[src/rtl/lsr_pkg.sv]
package lsr_pkg;

   typedef enum logic [1:0] {
      WIN_CFG = 2'd0,
      WIN_REG = 2'd1,
      WIN_M16 = 2'd2,
      WIN_M8  = 2'd3
   } win_e;

   typedef enum logic [2:0] {
      SP_IO  = 3'd0,
      SP_ID  = 3'd1,
      SP_INT = 3'd2,
      SP_M16 = 3'd3,
      SP_M8  = 3'd4
   } space_e;

   // configuration byte indexes holding the swap flags
   localparam logic [7:0] CFG_SWAP_CTL = 8'h2B;
   localparam logic [7:0] CFG_SWAP_REG = 8'h2F;
   localparam logic [7:0] CFG_SWAP_M16 = 8'h33;

   function automatic logic [15:0] bswap16(input logic [15:0] d);
      return {d[7:0], d[15:8]};
   endfunction

   // fixed configuration content, computed instead of tabulated
   function automatic logic [7:0] cfg_const(input logic [7:0] idx);
      logic [7:0] p;
      p = idx * 8'd29;
      return (p ^ 8'hA6) & 8'hFE;
   endfunction

endpackage

[src/rtl/lsr_decode.sv]
module lsr_decode
   import lsr_pkg::*;
#(
   parameter int SLOTS     = 4,
   parameter int SLOT_W    = 2,
   parameter int REG_OFF_W = 8,
   parameter int M16_OFF_W = 23,
   localparam int AW       = M16_OFF_W + SLOT_W
) (
   input  logic                 h_valid,
   input  logic [1:0]           h_win,
   input  logic                 h_size,
   input  logic [AW-1:0]        h_addr,
   input  logic [15:0]          h_wdata,
   input  logic                 swap_reg,
   input  logic                 swap_m16,
   input  logic [SLOTS-1:0]     m_present,
   output logic [SLOTS-1:0]     m_sel,
   output logic [2:0]           m_space,
   output logic [M16_OFF_W-1:0] m_addr,
   output logic [15:0]          m_wdata,
   output logic                 hit,
   output logic [SLOT_W-1:0]    slot,
   output logic                 swap_hw
);
   localparam int M8_OFF_W = M16_OFF_W - 1;
   localparam int IO_OFF_W = REG_OFF_W - 1;
   localparam int ID_OFF_W = REG_OFF_W - 2;

   win_e                 win;
   logic                 swap_win;
   logic                 legal;
   logic [AW-1:0]        ea;
   logic [1:0]           sub;
   space_e               space;
   logic [M16_OFF_W-1:0] off;

   always_comb begin
      win      = win_e'(h_win);
      swap_win = (win == WIN_REG) ? swap_reg :
                 (win == WIN_M16) ? swap_m16 : 1'b0;
      ea       = h_addr ^ {{(AW-1){1'b0}}, swap_win & ~h_size};
      slot     = '0;
      space    = SP_IO;
      off      = '0;
      legal    = 1'b0;
      sub      = ea[REG_OFF_W-1 -: 2];
      case (win)
         WIN_REG: begin
            slot  = ea[REG_OFF_W +: SLOT_W];
            legal = 1'b1;
            case (sub)
               2'd2: begin
                  space = SP_ID;
                  off[ID_OFF_W-1:0] = ea[ID_OFF_W-1:0];
               end
               2'd3: begin
                  space = SP_INT;
                  off[ID_OFF_W-1:0] = ea[ID_OFF_W-1:0];
               end
               default: begin
                  space = SP_IO;
                  off[IO_OFF_W-1:0] = ea[IO_OFF_W-1:0];
               end
            endcase
         end
         WIN_M16: begin
            slot  = ea[M16_OFF_W +: SLOT_W];
            space = SP_M16;
            off   = ea[M16_OFF_W-1:0];
            legal = 1'b1;
         end
         WIN_M8: begin
            slot  = ea[M8_OFF_W +: SLOT_W];
            space = SP_M8;
            off[M8_OFF_W-1:0] = ea[M8_OFF_W-1:0];
            legal = ~h_size;
         end
         default: legal = 1'b0;
      endcase
      hit     = h_valid & legal & m_present[slot];
      swap_hw = swap_win & h_size;
      m_wdata = swap_hw ? bswap16(h_wdata) : h_wdata;
      m_space = space;
      m_addr  = off;
   end

   for (genvar g = 0; g < SLOTS; g++) begin : g_strobe
      assign m_sel[g] = hit && (slot == SLOT_W'(g));
   end

endmodule

[src/rtl/lsr_cfg.sv]
module lsr_cfg
   import lsr_pkg::*;
#(
   parameter int CFG_BYTES = 88,
   parameter int CFG_IDX_W = 7
) (
   input  logic                 clk,
   input  logic                 rst_n,
   input  logic                 acc,
   input  logic                 we,
   input  logic [CFG_IDX_W-1:0] idx,
   input  logic                 wbit,
   output logic                 swap_ctl,
   output logic                 swap_reg,
   output logic                 swap_m16,
   output logic [7:0]           rd_byte
);
   localparam int NFLAG = 3;
   localparam logic [7:0] FLAG_IDX [NFLAG] = '{CFG_SWAP_CTL, CFG_SWAP_REG, CFG_SWAP_M16};

   logic [NFLAG-1:0] flag;
   logic [7:0]       idx8;

   assign idx8 = 8'(idx);

   for (genvar g = 0; g < NFLAG; g++) begin : g_flag
      always_ff @(posedge clk or negedge rst_n) begin
         if (!rst_n)
            flag[g] <= 1'b0;
         else if (acc && we && idx8 == FLAG_IDX[g])
            flag[g] <= wbit;
      end
   end

   always_comb begin
      rd_byte = (int'(idx) < CFG_BYTES) ? cfg_const(idx8) : 8'h00;
      for (int k = 0; k < NFLAG; k++) begin
         if (idx8 == FLAG_IDX[k])
            rd_byte[0] = rd_byte[0] | flag[k];
      end
   end

   assign swap_ctl = flag[0];
   assign swap_reg = flag[1];
   assign swap_m16 = flag[2];

endmodule

[src/rtl/lsr_resp.sv]
module lsr_resp
   import lsr_pkg::*;
#(
   parameter int SLOTS  = 4,
   parameter int SLOT_W = 2
) (
   input  logic                clk,
   input  logic                rst_n,
   input  logic                h_valid,
   input  logic                h_we,
   input  logic                is_cfg,
   input  logic [7:0]          cfg_byte,
   input  logic                hit,
   input  logic [SLOT_W-1:0]   slot,
   input  logic                swap_hw,
   input  logic [SLOTS*16-1:0] m_rdata,
   output logic                h_rvalid,
   output logic [15:0]         h_rdata
);
   logic [15:0] lane;
   logic [15:0] nxt;

   always_comb begin
      lane = m_rdata[{slot, 4'b0000} +: 16];
      nxt  = '0;
      if (!h_we) begin
         if (is_cfg)
            nxt = {8'h00, cfg_byte};
         else if (hit)
            nxt = swap_hw ? bswap16(lane) : lane;
      end
   end

   always_ff @(posedge clk or negedge rst_n) begin
      if (!rst_n) begin
         h_rvalid <= 1'b0;
         h_rdata  <= '0;
      end else begin
         h_rvalid <= h_valid;
         h_rdata  <= h_valid ? nxt : '0;
      end
   end

endmodule

[src/rtl/lspace_router.sv]
module lspace_router
   import lsr_pkg::*;
#(
   parameter int SLOTS     = 4,
   parameter int REG_OFF_W = 8,
   parameter int M16_OFF_W = 23,
   parameter int CFG_BYTES = 88,
   parameter int CFG_SPAN  = 128,
   localparam int SLOT_W    = $clog2(SLOTS),
   localparam int AW        = M16_OFF_W + SLOT_W,
   localparam int CFG_IDX_W = $clog2(CFG_SPAN)
) (
   input  logic                 clk,
   input  logic                 rst_n,
   input  logic                 h_valid,
   input  logic                 h_we,
   input  logic [1:0]           h_win,
   input  logic                 h_size,
   input  logic [AW-1:0]        h_addr,
   input  logic [15:0]          h_wdata,
   output logic                 h_rvalid,
   output logic [15:0]          h_rdata,
   output logic                 ctl_swap,
   input  logic [SLOTS-1:0]     m_present,
   output logic [SLOTS-1:0]     m_sel,
   output logic [2:0]           m_space,
   output logic                 m_we,
   output logic                 m_size,
   output logic [M16_OFF_W-1:0] m_addr,
   output logic [15:0]          m_wdata,
   input  logic [SLOTS*16-1:0]  m_rdata
);
   if (SLOTS < 2 || (1 << SLOT_W) != SLOTS) begin : g_bad_slots
      $error("SLOTS must be a power of two, at least 2");
   end
   if (REG_OFF_W < 3 || REG_OFF_W + SLOT_W > M16_OFF_W) begin : g_bad_reg
      $error("REG_OFF_W out of range");
   end
   if (CFG_BYTES > CFG_SPAN || CFG_SPAN <= 8'h33 || CFG_SPAN > 256) begin : g_bad_cfg
      $error("configuration span does not hold the flag bytes");
   end

   logic              swap_reg, swap_m16;
   logic              hit, swap_hw, is_cfg;
   logic [SLOT_W-1:0] slot;
   logic [7:0]        cfg_byte;

   assign is_cfg = h_valid && (h_win == WIN_CFG);
   assign m_we   = h_we;
   assign m_size = h_size;

   lsr_decode #(
      .SLOTS(SLOTS), .SLOT_W(SLOT_W),
      .REG_OFF_W(REG_OFF_W), .M16_OFF_W(M16_OFF_W)
   ) u_dec (
      .h_valid(h_valid), .h_win(h_win), .h_size(h_size),
      .h_addr(h_addr), .h_wdata(h_wdata),
      .swap_reg(swap_reg), .swap_m16(swap_m16), .m_present(m_present),
      .m_sel(m_sel), .m_space(m_space), .m_addr(m_addr), .m_wdata(m_wdata),
      .hit(hit), .slot(slot), .swap_hw(swap_hw)
   );

   lsr_cfg #(.CFG_BYTES(CFG_BYTES), .CFG_IDX_W(CFG_IDX_W)) u_cfg (
      .clk(clk), .rst_n(rst_n), .acc(is_cfg), .we(h_we),
      .idx(h_addr[CFG_IDX_W-1:0]), .wbit(h_wdata[0]),
      .swap_ctl(ctl_swap), .swap_reg(swap_reg), .swap_m16(swap_m16),
      .rd_byte(cfg_byte)
   );

   lsr_resp #(.SLOTS(SLOTS), .SLOT_W(SLOT_W)) u_resp (
      .clk(clk), .rst_n(rst_n), .h_valid(h_valid), .h_we(h_we),
      .is_cfg(is_cfg), .cfg_byte(cfg_byte), .hit(hit), .slot(slot),
      .swap_hw(swap_hw), .m_rdata(m_rdata),
      .h_rvalid(h_rvalid), .h_rdata(h_rdata)
   );

endmodule

[config.mk]
export PLATFORM = sky130hd
export DESIGN_NAME = lspace_router
export DESIGN_NICKNAME = d
export VERILOG_FILES = /design/src/rtl/lsr_pkg.sv /design/src/rtl/lsr_decode.sv /design/src/rtl/lsr_cfg.sv /design/src/rtl/lsr_resp.sv /design/src/rtl/lspace_router.sv
export SDC_FILE = /design/constraint.sdc
export NUM_CORES = 1
export LEC_CHECK = 0
export BUFFER_PORTS_ARGS = -buffer_cell sky130_fd_sc_hd__buf_2
export CORE_MARGIN = 2
export CORE_UTILIZATION = 30
export DETAILED_ROUTE_END_ITERATION = 12
export SLEW_MARGIN = 10
export SYNTH_ARGS = -nofsm -noshare
export SYNTH_HDL_FRONTEND = slang
export SYNTH_SLANG_ARGS = --single-unit
[constraint.sdc]
create_clock -name clk -period 3.84 [get_ports clk]
set_clock_uncertainty 0.05 [all_clocks]
set_input_delay 0.384 -clock clk [delete_from_list [all_inputs] [get_ports clk]]
set_output_delay 0.384 -clock clk [all_outputs]
set_load 0.02 [all_outputs]
==> summary.md <==
| Metric | Value |
|---|---|
| Clock buffer depth | `2` |
| Num CTS Buffers | `3` |
| Clock transition at path regs | `0.08 ns` |
| Ys Warns | `0` |
| Placed wire-length estimate | `8194 um` |
| Most frequent cell after synthesis | `nand2_1` |
| Ranking of synthesized cells by area | `dfrtp_1, ha_1, nand2_1` |
| Largest register FFs | `16` |
| Port Buf Inserts | `181` |
| Worst reg2reg startpoint | `u_cfg.swap_m16` |
| P&R area growth vs syn | `37.75%` |
| CTS root buf | `clkbuf_8` |
| Int Power | `0.0005172 W` |
| Routed Antenna Nets | `0` |
| GP Congestion | `0.8389` |
| WL final | `10030 um` |
| DIE AREA | `0.009918 sq mm` |
| DRC viols | `0` |
| Part of the power in the clock network | `19.3%` |
| Sw Ratio | `40.41%` |
| P_leak | `2.127 nW` |
| Worst slew margin | `34.44%` |
| Clock Sinks | `20` |
| Std-Cell Rows | `34` |
| Share of flip-flops with an asynchronous set or reset | `100.0%` |
| Final setup fails | `0` |
| Reg2reg setup slack | `1.54 ns` |
| Antenna cells | `0` |
| Yosys top cell area share | `18.26%` |
| Worst R2R Path Depth | `5` |
| Post-synth top flop | `dfrtp_1` |
| Layout cells sized above 1 | `38.22%` |
| CTS tree | `built` |
| Vias in the first global route | `3276` |
| R2r endpoint | `u_resp.h_rdata[6]` |
| Top reg by flops | `u_resp.h_rdata` |
| Die Wd | `99.59 um` |
| CP Max Fanout | `36` |
| Hold Buf Count CTS | `0` |
| All-layer global routing usage | `19.55%` |
| Maximum vdd drop | `0.0001152 V` |
| Number of fill cells | `922` |
| Post-synthesis sequential area ratio | `18.26%` |
| Post-Syn Area per Cell | `7.833 sq um` |
| Pins Over Slew Limit | `0` |
| Arrival time worst endpoint | `2.75 ns` |
| Number of setup buffers added after CTS | `0` |
| Post-synth EDFFs | `0` |
| Initial Util | `31.13%` |
| Nets | `661` |
| CP required | `3.41 ns` |
| Wire per inst | `16.03 um` |
| Via count | `3316` |
| Initial antenna violation count | `0` |
| Pre-CTS setup slack | `0.6682 ns` |
| Clk Latency, worst-skew pair | `0.26 ns` |
| Hold WC Path Type | `input port to async pin` |
| # resized after CTS | `0` |
| Total gr overflow | `0` |
| Slew @ Worst Pin | `0.9811 ns` |
| Largest net degree at the start of global routing | `37` |
| Final setup margin | `0.6519 ns` |
| Synthesis-stage register bit count | `20` |
| Distinct cell type count after synthesis | `47` |
| Final hold slack | `0.03497 ns` |
| Finished Cell Area | `0.003776 sq mm` |
| Tmin final | `3.188 ns` |
| Syn_nets | `492` |
| Synth top cells by count | `nand2_1, a21oi_1, inv_1, mux2i_1` |
| Startpoint types | `input port` |
| Status | `finished, final reports clean` |
| Vias per Instance | `5.297` |
| Final Hold Viols | `0` |
| DRT iter0 DRCs | `126` |
| Max-cap violation count | `0` |
| Pre-Repair DR Iteration Count | `5` |
| Core area | `0.008806 sq mm` |
| Dominant cell type by area after synthesis | `dfrtp_1` |
| Ports | `182` |
| First-pass GRT wire length | `15790 um` |
| PD cells | `229.9 mW/mm^2` |
| CP endpoint kind | `output port` |
| Switching pwr | `0.0003508 W` |
| Area after DPL | `0.003721 sq mm` |
| Unrepaired setup endpoints after global routing | `false` |
| CTS HTree Levels | `1` |
| Combinational Power Share | `55.5%` |
| Critical path type | `input port to output port` |
| Die Ht | `99.59 um` |
| Setup_tns | `0 ns` |
| Synth Instances | `350` |
| Fin crit share | `83.02%` |
| Max Clk Rate | `0.3137 GHz` |
| Synthesized cell area | `0.002741 sq mm` |
| Launch point of the worst path | `h_win[1]` |
| Sequential Power Share | `25.2%` |
## worst max path at each step
| stage | slack (ns) | end | cells past startpoint |
|---|---|---|---|
| after floorplan | 0.98 | u_resp.h_rdata[7] | 13 |
| after global placement | 0.69 | u_resp.h_rdata[7] | 14 |
| after detailed placement | 0.67 | u_resp.h_rdata[7] | 14 |
| after CTS | 0.69 | m_sel[3] | 10 |
| after global routing | 0.48 | m_sel[3] | 10 |
| final | 0.65 | m_sel[3] | 10 |
## per-layer routing
metal,vias to the layer above,part of all wire (%),global-route usage (%)
li1,1595,-,-
met1,1534,44,25.62
met2,173,46,33.52
met3,14,8.7,3.443
met4,0,1.5,4.531
met5,-,0,0
## critical path, stage by stage
cell	delay [ns]
buf_2	0.13
inv_1	0.06
ha_1	0.28
a222oi_1	0.53
buf_12	0.29
mux2i_1	0.13
o211ai_1	0.28
nand2_1	0.23
nor3_1	0.20
buf_2	0.21
## layout make-up
cell class	count	area [sq um]	share of cell area (%)
clock buffer	4	55.05	1.458
inverter	22	82.58	2.187
multi-input combinational	282	2017	53.41
sequential	20	500.5	13.25
tap	108	135.1	3.579
timing repair buffer	190	985.9	26.11
## stage by stage
| step | utilization [%] | power, W | std cells |
|---|---|---|---|
| after CTS | 42.88 | 0.0008815 | 626 |
| after global routing | 42.88 | 0.0009386 | 626 |
| after floorplan | - | 0.0005369 | 350 |
| after global placement | 42.26 | 0.0007054 | 622 |
| final | 42.88 | 0.0008680 | 626 |
| after detailed placement | 42.26 | 0.0007067 | 622 |
## cell families (layout without fill, tap and decap cells)
group / Yosys count / in the layout / share of synthesized area [%]
xor+xnor: 7 / 7 / 2.738
fa+ha+maj: 26 / 26 / 13.51
flops: 20 / 20 / 18.26
mux: 25 / 25 / 9.265
simple gates: 136 / 136 / 24.78
compound gates: 88 / 88 / 23.28
buf+inv: 48 / 216 / 8.170
## placed cells by master, fill, tap and decap left out, types with 8 or more instances in the layout
cell,netlist,layout
nor3b_1,13,13
dfrtp_1,20,20
nand3_1,9,9
buf_2,1,181
o221ai_1,12,12
buf_4,5,8
mux2i_1,22,22
inv_1,22,22
nand2_1,62,62
ha_1,20,20
a21oi_1,29,29
nor2_1,8,8
nor3_1,9,9
nor2b_1,17,17
a211o_1,11,11
## power by group through the flow
| stage | combinational, W | sequential, W | clock, W |
|---|---|---|---|
| 6_report | 0.000482 | 0.000219 | 0.000167 |
| 3_3_place_gp | 0.000482 | 0.000223 | 0 |
| 2_1_floorplan | 0.000306 | 0.000231 | 0 |
| 4_1_cts | 0.000487 | 0.000219 | 0.000176 |
| 5_1_grt | 0.000537 | 0.000220 | 0.000182 |
| 3_5_place_dp | 0.000484 | 0.000223 | 0 |
No activity file was read; power rests on OpenSTA's default activity.
